==> src/rtl/sts_pkg.sv <==
package sts_pkg;
    typedef enum logic [1:0] {
        OP_READ       = 2'd0,
        OP_WRITE      = 2'd1,
        OP_READ_MULT  = 2'd2,
        OP_WRITE_MULT = 2'd3
    } xfer_op_e;

    typedef enum logic [1:0] {
        S_IDLE  = 2'd0,
        S_CHECK = 2'd1,
        S_MEDIA = 2'd2,
        S_HOSTX = 2'd3
    } seq_state_e;
endpackage

==> src/rtl/sts_lin_start.sv <==
module sts_lin_start #(
    parameter int LIN_W = 32
) (
    input  logic             lba_mode,
    input  logic [7:0]       sect,
    input  logic [15:0]      cyl,
    input  logic [3:0]       head,
    input  logic [7:0]       spt,
    input  logic [4:0]       heads,
    output logic [LIN_W-1:0] lin
);
    logic [LIN_W-1:0] c_w, h_w, s_w, hd_w, sp_w;

    assign c_w  = LIN_W'(cyl);
    assign h_w  = LIN_W'(head);
    assign s_w  = LIN_W'(sect);
    assign hd_w = LIN_W'(heads);
    assign sp_w = LIN_W'(spt);

    always_comb begin
        if (lba_mode) lin = LIN_W'({head, cyl, sect});
        else          lin = (c_w * hd_w + h_w) * sp_w + s_w - LIN_W'(1);
    end
endmodule

==> src/rtl/sts_addr_step.sv <==
module sts_addr_step (
    input  logic        lba_mode,
    input  logic [7:0]  sect,
    input  logic [15:0] cyl,
    input  logic [3:0]  head,
    input  logic [7:0]  spt,
    input  logic [4:0]  heads,
    output logic [7:0]  nx_sect,
    output logic [15:0] nx_cyl,
    output logic [3:0]  nx_head
);
    logic [27:0] flat_nx;

    assign flat_nx = {head, cyl, sect} + 28'd1;

    always_comb begin
        nx_sect = sect;
        nx_cyl  = cyl;
        nx_head = head;
        if (lba_mode) begin
            {nx_head, nx_cyl, nx_sect} = flat_nx;
        end else if (sect >= spt) begin
            nx_sect = 8'd1;
            if ({1'b0, head} >= heads - 5'd1) begin
                nx_head = 4'd0;
                nx_cyl  = cyl + 16'd1;
            end else begin
                nx_head = head + 4'd1;
            end
        end else begin
            nx_sect = sect + 8'd1;
        end
    end
endmodule

==> src/rtl/sts_seq.sv <==
module sts_seq #(
    parameter int WORDS = 256,
    parameter int LIN_W = 32
) (
    input  logic        clk,
    input  logic        rst_n,
    input  logic        cmd_valid,
    input  logic [1:0]  cmd_op,
    input  logic        lba_mode,
    input  logic [7:0]  tf_sect,
    input  logic [7:0]  tf_cyl_lo,
    input  logic [7:0]  tf_cyl_hi,
    input  logic [3:0]  tf_head,
    input  logic [7:0]  tf_count,
    input  logic [7:0]  blk_sectors,
    input  logic [7:0]  geo_spt,
    input  logic [4:0]  geo_heads,
    input  logic [27:0] capacity,
    input  logic        host_word,
    output logic        med_req,
    output logic        med_write,
    output logic [27:0] med_addr,
    input  logic        med_done,
    input  logic        med_err,
    output logic        bsy,
    output logic        drq,
    output logic        irq,
    output logic        err,
    output logic        abrt,
    output logic [7:0]  out_sect,
    output logic [7:0]  out_cyl_lo,
    output logic [7:0]  out_cyl_hi,
    output logic [3:0]  out_head,
    output logic [7:0]  out_count
);
    import sts_pkg::*;

    localparam int WCW = (WORDS > 1) ? $clog2(WORDS) : 1;
    localparam logic [WCW-1:0] WLAST = WCW'(WORDS - 1);

    typedef struct packed {
        seq_state_e       st;
        xfer_op_e         op;
        logic             lba;
        logic [7:0]       sect;
        logic [15:0]      cyl;
        logic [3:0]       head;
        logic [8:0]       rem;
        logic [8:0]       blk_n;
        logic [8:0]       left;
        logic [WCW-1:0]   wcnt;
        logic [LIN_W-1:0] lin;
        logic             bsy;
        logic             drq;
        logic             irq;
        logic             err;
        logic             abrt;
    } seq_t;

    seq_t q, d;

    logic [LIN_W-1:0] lin_start;
    logic [LIN_W-1:0] cap_ext;
    logic [7:0]       nx_sect;
    logic [15:0]      nx_cyl;
    logic [3:0]       nx_head;
    logic             is_write, is_multi;
    logic [8:0]       bs_eff, take_cur, take_next;
    logic             do_abort;

    function automatic logic [8:0] f_take(input logic [8:0] r, input logic [8:0] b);
        return (r < b) ? r : b;
    endfunction

    sts_lin_start #(.LIN_W(LIN_W)) u_lin (
        .lba_mode (q.lba),
        .sect     (q.sect),
        .cyl      (q.cyl),
        .head     (q.head),
        .spt      (geo_spt),
        .heads    (geo_heads),
        .lin      (lin_start)
    );

    sts_addr_step u_step (
        .lba_mode (q.lba),
        .sect     (q.sect),
        .cyl      (q.cyl),
        .head     (q.head),
        .spt      (geo_spt),
        .heads    (geo_heads),
        .nx_sect  (nx_sect),
        .nx_cyl   (nx_cyl),
        .nx_head  (nx_head)
    );

    assign cap_ext   = LIN_W'(capacity);
    assign is_write  = q.op[0];
    assign is_multi  = q.op[1];
    assign bs_eff    = is_multi ? {1'b0, blk_sectors} : 9'd1;
    assign take_cur  = f_take(q.rem, bs_eff);
    assign take_next = f_take(q.rem - 9'd1, bs_eff);

    always_comb begin
        d        = q;
        d.irq    = 1'b0;
        do_abort = 1'b0;
        unique case (q.st)
            S_IDLE: begin
                if (cmd_valid) begin
                    d.st   = S_CHECK;
                    d.op   = xfer_op_e'(cmd_op);
                    d.lba  = lba_mode;
                    d.sect = tf_sect;
                    d.cyl  = {tf_cyl_hi, tf_cyl_lo};
                    d.head = tf_head;
                    d.rem  = (tf_count == 8'd0) ? 9'd256 : {1'b0, tf_count};
                    d.bsy  = 1'b1;
                    d.err  = 1'b0;
                    d.abrt = 1'b0;
                end
            end
            S_CHECK: begin
                if ((is_multi && blk_sectors == 8'd0) || lin_start >= cap_ext) begin
                    do_abort = 1'b1;
                end else begin
                    d.lin   = lin_start;
                    d.blk_n = take_cur;
                    d.left  = take_cur;
                    d.wcnt  = '0;
                    if (is_write) begin
                        d.st  = S_HOSTX;
                        d.bsy = 1'b0;
                        d.drq = 1'b1;
                    end else begin
                        d.st  = S_MEDIA;
                    end
                end
            end
            S_MEDIA: begin
                if (q.lin >= cap_ext) begin
                    do_abort = 1'b1;
                end else if (med_done) begin
                    if (med_err) begin
                        d.st  = S_IDLE;
                        d.bsy = 1'b0;
                        d.err = 1'b1;
                        d.irq = 1'b1;
                    end else begin
                        d.sect = nx_sect;
                        d.cyl  = nx_cyl;
                        d.head = nx_head;
                        d.lin  = q.lin + LIN_W'(1);
                        d.rem  = q.rem - 9'd1;
                        d.left = q.left - 9'd1;
                        if (q.left == 9'd1) begin
                            d.wcnt = '0;
                            if (!is_write) begin
                                d.st   = S_HOSTX;
                                d.bsy  = 1'b0;
                                d.drq  = 1'b1;
                                d.irq  = 1'b1;
                                d.left = q.blk_n;
                            end else if (q.rem == 9'd1) begin
                                d.st   = S_IDLE;
                                d.bsy  = 1'b0;
                                d.irq  = 1'b1;
                            end else begin
                                d.st    = S_HOSTX;
                                d.bsy   = 1'b0;
                                d.drq   = 1'b1;
                                d.irq   = 1'b1;
                                d.blk_n = take_next;
                                d.left  = take_next;
                            end
                        end
                    end
                end
            end
            S_HOSTX: begin
                if (host_word) begin
                    if (q.wcnt == WLAST) begin
                        d.wcnt = '0;
                        d.left = q.left - 9'd1;
                        if (q.left == 9'd1) begin
                            d.drq = 1'b0;
                            if (is_write) begin
                                d.st   = S_MEDIA;
                                d.bsy  = 1'b1;
                                d.left = q.blk_n;
                            end else if (q.rem == 9'd0) begin
                                d.st   = S_IDLE;
                            end else begin
                                d.st    = S_MEDIA;
                                d.bsy   = 1'b1;
                                d.blk_n = take_cur;
                                d.left  = take_cur;
                            end
                        end
                    end else begin
                        d.wcnt = q.wcnt + WCW'(1);
                    end
                end
            end
            default: d = q;
        endcase
        if (do_abort) begin
            d.st   = S_IDLE;
            d.bsy  = 1'b0;
            d.drq  = 1'b0;
            d.err  = 1'b1;
            d.abrt = 1'b1;
            d.irq  = 1'b1;
        end
    end

    always_ff @(posedge clk or negedge rst_n) begin
        if (!rst_n) q <= '0;
        else        q <= d;
    end

    assign med_req    = (q.st == S_MEDIA) && (q.lin < cap_ext);
    assign med_write  = is_write;
    assign med_addr   = q.lin[27:0];
    assign bsy        = q.bsy;
    assign drq        = q.drq;
    assign irq        = q.irq;
    assign err        = q.err;
    assign abrt       = q.abrt;
    assign out_sect   = q.sect;
    assign out_cyl_lo = q.cyl[7:0];
    assign out_cyl_hi = q.cyl[15:8];
    assign out_head   = q.head;
    assign out_count  = q.rem[7:0];
endmodule

==> config.mk <==
export PLATFORM = sky130hd
export DESIGN_NAME = sts_seq
export DESIGN_NICKNAME = d
export VERILOG_FILES = /design/src/rtl/sts_pkg.sv /design/src/rtl/sts_lin_start.sv /design/src/rtl/sts_addr_step.sv /design/src/rtl/sts_seq.sv
export SDC_FILE = /design/constraint.sdc
export NUM_CORES = 1
export LEC_CHECK = 0
export BUFFER_PORTS_ARGS = -buffer_cell sky130_fd_sc_hd__buf_2
export CAP_MARGIN = 5
export CORE_MARGIN = 2
export CORE_UTILIZATION = 60
export DETAILED_ROUTE_END_ITERATION = 8
export PLACE_DENSITY_LB_ADDON = 0.2
export SLEW_MARGIN = 20
export SYNTH_ARGS = -nofsm -noshare
export SYNTH_HDL_FRONTEND = slang
export SYNTH_SLANG_ARGS = --single-unit
==> constraint.sdc <==
create_clock -name clk -period 15.35 [get_ports clk]
set_clock_uncertainty 0.2 [all_clocks]
set_input_delay 3.07 -clock clk [delete_from_list [all_inputs] [get_ports clk]]
set_output_delay 3.07 -clock clk [all_outputs]
set_load 0.03 [all_outputs]
==> flow_summary.json, run 1 <==
{
  "die_h_um": 184,
  "numCtsBuffers": 9,
  "number_of_placement_rows": 65,
  "max_cap_viol_count": 0,
  "arrival_worst_endpoint_ns": 14.91,
  "place.port_buffers": 164,
  "top_level_i_o_count": 165,
  "timing.fmax_mhz": 67.2,
  "timing.critical_path.from": "geo_heads[4]",
  "worst_hold_slack_ns": 0.280,
  "detailedRoute.firstPassIterationCount": 6,
  "launch_point_of_the_worst_reg_to_reg_path": "out_cyl_lo[5]$_DFFE_PN0P_",
  "synth-async-reset-ratio_pct": 100,
  "diodes": 0,
  "hold_path.startpoint": "abrt$_DFFE_PN0P_",
  "synth_warnings": 0,
  "clk_pin_slew_worst_paths_ns": 0.08,
  "final_hold_violating_endpoints": 0,
  "fraction_of_layout_instances_using_a_drive_strength_above_1_pct": 10.9,
  "worst-slew-pin-transition_ns": 1.09,
  "synth_area_per_cell_um2": 7.93,
  "worstSetupPathType": "input pin to register",
  "via_count": 18300,
  "report.final.slew_viol_count": 0,
  "final_wl_um": 58700,
  "cts_root_buffer": "sky130_fd_sc_hd__clkbuf_16",
  "crit_slowest_cell": "sky130_fd_sc_hd__fa_1",
  "headroom_to_the_max_slew_limit_pct": 26.7,
  "cp_max_fo": 17,
  "mostFrequentLayoutCells": "sky130_fd_sc_hd__nand2_1 (310), sky130_fd_sc_hd__inv_1 (279), sky130_fd_sc_hd__ha_1 (228)",
  "number_of_antenna_violations_at_the_first_check_in_global_routing": 1,
  "finalWeightedCongestion": 1.03,
  "final_common_cell": "sky130_fd_sc_hd__nand2_1",
  "synth-edff-count": 0,
  "synth_top_flop_cell": "sky130_fd_sc_hd__dfrtp_1",
  "hold_fix_buffer_count_after_cts": 0,
  "first_global_vias": 18000,
  "critPathMaxStageDelay_ns": 0.54,
  "route.detailed.drc": 0,
  "netlist-cell-type-count": 78,
  "ant_nets": 0,
  "synth_instances": 2451,
  "syn-num-nets": 2947,
  "clkLatencyLatePin_ns": 0.38,
  "grt_use_total_pct": 35.0,
  "place_worst_setup_slack_ns": 0.0962,
  "min_cycle_time_layout_ns": 14.88,
  "area_growth_pct": 6.05,
  "period_share_pct": 96.9,
  "hold_class": "register to register",
  "post_drt_via_cell_ratio": 6.32,
  "cts_tree": "done",
  "critPathCaptureType": "register",
  "reg2reg_depth": 42,
  "design.die.area_um2": 33900,
  "syn-cell-area_um2": 19400,
  "wl_per_cell_um": 20.2,
  "min_path_cells": 1,
  "post-route-worst-setup-slack_ns": 0.473,
  "critical-path-top-cell-by-count": "sky130_fd_sc_hd__fa_1",
  "grt_start_max_net_pins": 72,
  "hpwlAfterDp_um": 46300,
  "worst-endpoint-required_ns": 15.38,
  "status": "completed",
  "start_util_pct": 61.3,
  "worstSetupStartpointType": "input pin",
  "h-tree-depth": 3,
  "nets": 2990,
  "ffs_latches_synth": 105,
  "finalSetupViolCount": 0,
  "ys_seq_area_share_pct": 13.5,
  "clk_path_buf_depth": 2,
  "final.fill_count": 2805,
  "cts_sinks": 105,
  "die_width_um": 184,
  "global_route_wire_length_before_repair_um": 94000,
  "total_core_area_um2": 31700,
  "drt-initial-drc-count": 1760,
  "overflow": 0
}
==> per-layer routing <==
layer	global-route usage (%)	vias to the layer above	part of all wire, %
met5	0	-	0.027
met4	9.76	2	2.4
met3	5.11	122	7.7
met2	57.8	838	47
met1	47.9	8963	43
li1	-	8400	-
==> stage by stage <==
stage               instance area (µm²)  TNS, ns  std cells  util [%]
detailed placement                20200        0       2884      63.7
CTS                               20500        0       2900      64.7
global route                      20600  -0.0432       2901      65.0
finish                            20600        0       2901      65.0
global placement                  20200        0       2884      63.7
floorplan                         19400        0       2451         -
==> cell families after synthesis <==
group / Yosys count / share of synthesized area, %
AND/OR/NAND/NOR: 844 / 20.9
AO/OA/AOI/OAI: 545 / 17.9
buffers and inverters: 448 / 9.89
adder cells (fa/ha/maj): 402 / 32.6
flip-flops: 105 / 13.5
XOR/XNOR: 70 / 3.15
multiplexers: 37 / 2.03
==> cell usage after synthesis, drive strengths merged, types with 53 or more instances <==
cell | count | share of area, %
fa | 174 | 18
nor3 | 53 | 1.4
nor2 | 143 | 2.8
inv | 279 | 5.4
nand2 | 310 | 6.0
a21oi | 144 | 3.7
and2 | 120 | 3.9
nand3 | 63 | 1.6
ha | 228 | 15
buf | 71 | 2.6
clkbuf | 98 | 1.9
o21ai | 156 | 4.0
dfrtp | 105 | 14
==> path summary, 6_finish.rpt <==
check | endpoint | slack, ns
setup / recovery | q[40]$_DFFE_PN0P_ | 0.47
hold / removal | abrt$_DFFE_PN0P_ | 0.28
setup reg to reg | q[40]$_DFFE_PN0P_ | 2.75
hold reg to reg | abrt$_DFFE_PN0P_ | 0.28
max in group asynchronous | q[100]$_DFFE_PN0P_ | 11.10
min in group asynchronous | out_count[1]$_DFFE_PN0P_ | 2.45
==> worst max-delay path: cells and delay by family <==
family                   cells  cell delay (ns)
buffers and inverters        5             0.66
AND/OR/NAND/NOR             11             2.88
adder cells (fa/ha/maj)     11             4.82
XOR/XNOR                     1             0.15
AO/OA/AOI/OAI               15             3.28
==> state kept, by name (all words and copies together), names as in the netlist <==
register and cells:
q 34, med_addr 28, out_cyl_hi 8, out_cyl_lo 8
is_multi 1, drq 1, irq 1, abrt 1
out_head 4, out_sect 8, err 1, med_write 1
bsy 1, out_count 8
==> layout make-up <==
class	instances	area (µm²)	area share, %
Inverter	279	1050	5.08
Timing Repair Buffer	201	1120	5.44
Tap cell	402	503	2.44
Sequential cell	105	2630	12.7
Multi-Input combinational cell	1898	15000	72.7
Clock inverter	7	104	0.504
Clock buffer	9	225	1.09
==> repair_timing <==
item,4_1_cts,5_1_grt
endpoints found under the setup margin,0,41
gates resized for setup,0,20
setup buffers,0,1
Power of run 1 is not shown: default switching activity piles up to over one toggle a cycle in this logic, so the estimate is an artifact.
==> run 2: changes to the inputs <==
--- a/config.mk
+++ b/config.mk
@@ -5,8 +5,9 @@
 export SDC_FILE = /design/constraint.sdc
 export NUM_CORES = 1
 export LEC_CHECK = 0
+export ABC_AREA = 1
 export BUFFER_PORTS_ARGS = -buffer_cell sky130_fd_sc_hd__buf_2
-export CAP_MARGIN = 5
+export CAP_MARGIN = 25
 export CORE_MARGIN = 2
 export CORE_UTILIZATION = 60
 export DETAILED_ROUTE_END_ITERATION = 8
==> flow_summary.json, run 2 <==
{
  "status": "completed",
  "synth-async-reset-ratio_pct": 100,
  "yosysTopAreaCell": "sky130_fd_sc_hd__fa_1",
  "final.fill_count": 3095,
  "ant_nets": 0,
  "finalSetupViolCount": 0,
  "h-tree-depth": 3,
  "final_wl_um": 64300,
  "report.final.slew_viol_count": 0,
  "number_of_antenna_violations_at_the_first_check_in_global_routing": 3,
  "clk_pin_slew_worst_paths_ns": 0.08,
  "mostFrequentLayoutCells": "sky130_fd_sc_hd__nand2_1 (772), sky130_fd_sc_hd__inv_1 (562), sky130_fd_sc_hd__nor2_1 (246)",
  "cts_tree": "done",
  "min_path_cells": 2,
  "cts_sinks": 105,
  "arrival_worst_endpoint_ns": 14.66,
  "ff_latch_area_um2": 2630,
  "critPathMaxStageDelay_ns": 0.54,
  "worstSetupPathType": "input pin to register",
  "launch_point_of_the_worst_reg_to_reg_path": "out_cyl_lo[0]$_DFFE_PN0P_",
  "final_common_cell": "sky130_fd_sc_hd__nand2_1",
  "clkLatencyLatePin_ns": 0.38,
  "post-synth-top-count-cell": "sky130_fd_sc_hd__nand2_1",
  "ffs_latches_synth": 105,
  "registers.top_by_ff_count": "q",
  "synth_warnings": 0,
  "timing.fmax_mhz": 68.4,
  "hold_class": "register to register",
  "reg2reg_depth": 52,
  "cts_root_buffer": "sky130_fd_sc_hd__clkbuf_16",
  "path_buf_inv": 7,
  "via_count": 20100,
  "critPathCaptureType": "register",
  "design.die.area_um2": 35900,
  "min_cycle_time_layout_ns": 14.61,
  "syn-num-nets": 3540,
  "wl_per_cell_um": 18.2,
  "area_growth_pct": 4.74,
  "detailedRoute.firstPassIterationCount": 7,
  "diodes": 0,
  "multi_input_comb_area_um2": 15000,
  "period_share_pct": 95.2,
  "overflow": 0,
  "yosys-top-cells-count": "sky130_fd_sc_hd__nand2_1 (772), sky130_fd_sc_hd__inv_1 (563), sky130_fd_sc_hd__nor2_1 (249)",
  "number_of_placement_rows": 67,
  "die_width_um": 189,
  "drt-initial-drc-count": 1712,
  "clk_path_buf_depth": 2,
  "yosys-top-cells-area": "sky130_fd_sc_hd__fa_1 (17%), sky130_fd_sc_hd__nand2_1 (14%), sky130_fd_sc_hd__ha_1 (14%), sky130_fd_sc_hd__dfrtp_1 (13%), sky130_fd_sc_hd__inv_1 (10%)",
  "crit_slowest_cell": "sky130_fd_sc_hd__fa_1",
  "synth-edff-count": 0,
  "headroom_to_the_max_slew_limit_pct": 39.1,
  "finalWeightedCongestion": 0.986,
  "critical-path-top-cell-by-count": "sky130_fd_sc_hd__nand2_1",
  "yosysTopAreaCellShare_pct": 16.9,
  "synth_top_flop_cell": "sky130_fd_sc_hd__dfrtp_1",
  "largest_reg_flops": 34,
  "netlist-cell-type-count": 66,
  "die_h_um": 189,
  "design_area_um2": 21600,
  "max_cap_viol_count": 0,
  "hpwlAfterDp_um": 52200,
  "route.detailed.drc": 0,
  "nets": 3574,
  "syn-cell-area_um2": 20600,
  "reg2reg_setup_slack_ns": 3.03,
  "cp_max_fo": 17,
  "grt_use_total_pct": 36.5,
  "ys_seq_area_share_pct": 12.7,
  "worstSetupStartpointType": "input pin",
  "total_core_area_um2": 33700,
  "worst-endpoint-required_ns": 15.40,
  "start_util_pct": 61.2,
  "synth_instances": 3044,
  "final_hold_violating_endpoints": 0,
  "first_global_vias": 19700,
  "worst_r2r_endpoint": "q[103]$_DFFE_PN0P_",
  "family_with_the_most_delay_on_the_worst_path": "adder cells",
  "numCtsBuffers": 9,
  "global_route_wire_length_before_repair_um": 104000,
  "post_drt_via_cell_ratio": 5.69,
  "grt_start_max_net_pins": 61,
  "worst-slew-pin-transition_ns": 0.911,
  "hold_path.startpoint": "bsy$_DFFE_PN0P_",
  "worst_hold_path.endpoint": "bsy$_DFFE_PN0P_",
  "synth_area_per_cell_um2": 6.78,
  "place.port_buffers": 164,
  "placed_area_um2": 21200,
  "fraction_of_layout_instances_using_a_drive_strength_above_1_pct": 8.47,
  "top_level_i_o_count": 165
}
[run 2: changes by cell type after synthesis, sizes merged, moves of 24 or more]
cell	delta
and2	-115
nor2	+115
nand3	+55
xor2	+29
nand2	+470
clkbuf	-24
inv	+290
o21ai	+27
[run 2: repair_timing]
action                                  4_1_cts  5_1_grt
hold endpoints to repair                      0        0
resized for setup                             0        3
hold buffers                                  0        0
setup buffers                                 0        0
endpoints found under the setup margin        0       54
[run 2: through the flow]
step / hold slack, ns / cells / utilization (%) / setup WS [ns] / setup TNS (ns)
after global placement: 0.248 / 3511 / 63.0 / 0.399 / 0
after floorplan: 0.237 / 3044 / - / 2.57 / 0
final: 0.275 / 3531 / 64.1 / 0.738 / 0
after detailed placement: 0.253 / 3511 / 63.0 / 0.211 / 0
after CTS: 0.273 / 3527 / 63.9 / 0.560 / 0
after global routing: 0.315 / 3531 / 64.1 / -0.0151 / -0.0267
[run 2: worst reg2reg max path: cells and delay by family (launching register included)]
family	cells	cell delay, ns
DFF	1	0.68
AOI/OAI and AO/OA	9	2.19
xor gates and xnor gates	2	0.47
and+or+nand+nor	24	3.25
buffers and inverters	6	0.43
adders and majority gates	11	4.98
[run 2: how the worst max path moves through the flow]
stage / from / to / slack [ns] / cells after the start
after floorplan: geo_heads[4] / q[103]$_DFFE_PN0P_ / 2.57 / 54
after global placement: geo_heads[4] / q[33]$_DFFE_PN0P_ / 0.40 / 52
after detailed placement: geo_heads[4] / q[33]$_DFFE_PN0P_ / 0.21 / 52
after CTS: geo_heads[4] / q[33]$_DFFE_PN0P_ / 0.56 / 52
after global routing: geo_heads[4] / q[103]$_DFFE_PN0P_ / -0.02 / 53
final: geo_heads[4] / q[103]$_DFFE_PN0P_ / 0.74 / 53
[run 2: cell families (layout without fill, tap and decap cells)]
group / Yosys count / count (layout) / share of synthesized area (%)
and+or+nand+nor: 1300 / 1300 / 26.5
buffers and inverters: 728 / 767 / 14.6
AOI/OAI and AO/OA: 428 / 428 / 11.9
adders and majority gates: 402 / 402 / 30.7
DFF: 105 / 105 / 12.7
xor gates and xnor gates: 78 / 78 / 3.42
muxes: 3 / 3 / 0.152
[run 2: layer usage]
| layer | GRT usage, % | wire, µm |
|---|---|---|
| met5 | 0 | 40 |
| met4 | 16.3 | 2980 |
| met1 | 47.4 | 26600 |
| met3 | 4.58 | 4640 |
| met2 | 61.1 | 30000 |
[run 2: layout make-up]
cell class	count	share of cell area [%]
Sequential cell	105	12.2
Inverter	573	9.97
Clock inverter	7	0.353
Clock buffer	9	1.04
Tap cell	448	2.59
Timing Repair Buffer	178	4.44
Multi-Input combinational cell	2211	69.4
Power of run 2 is left out for the same reason.
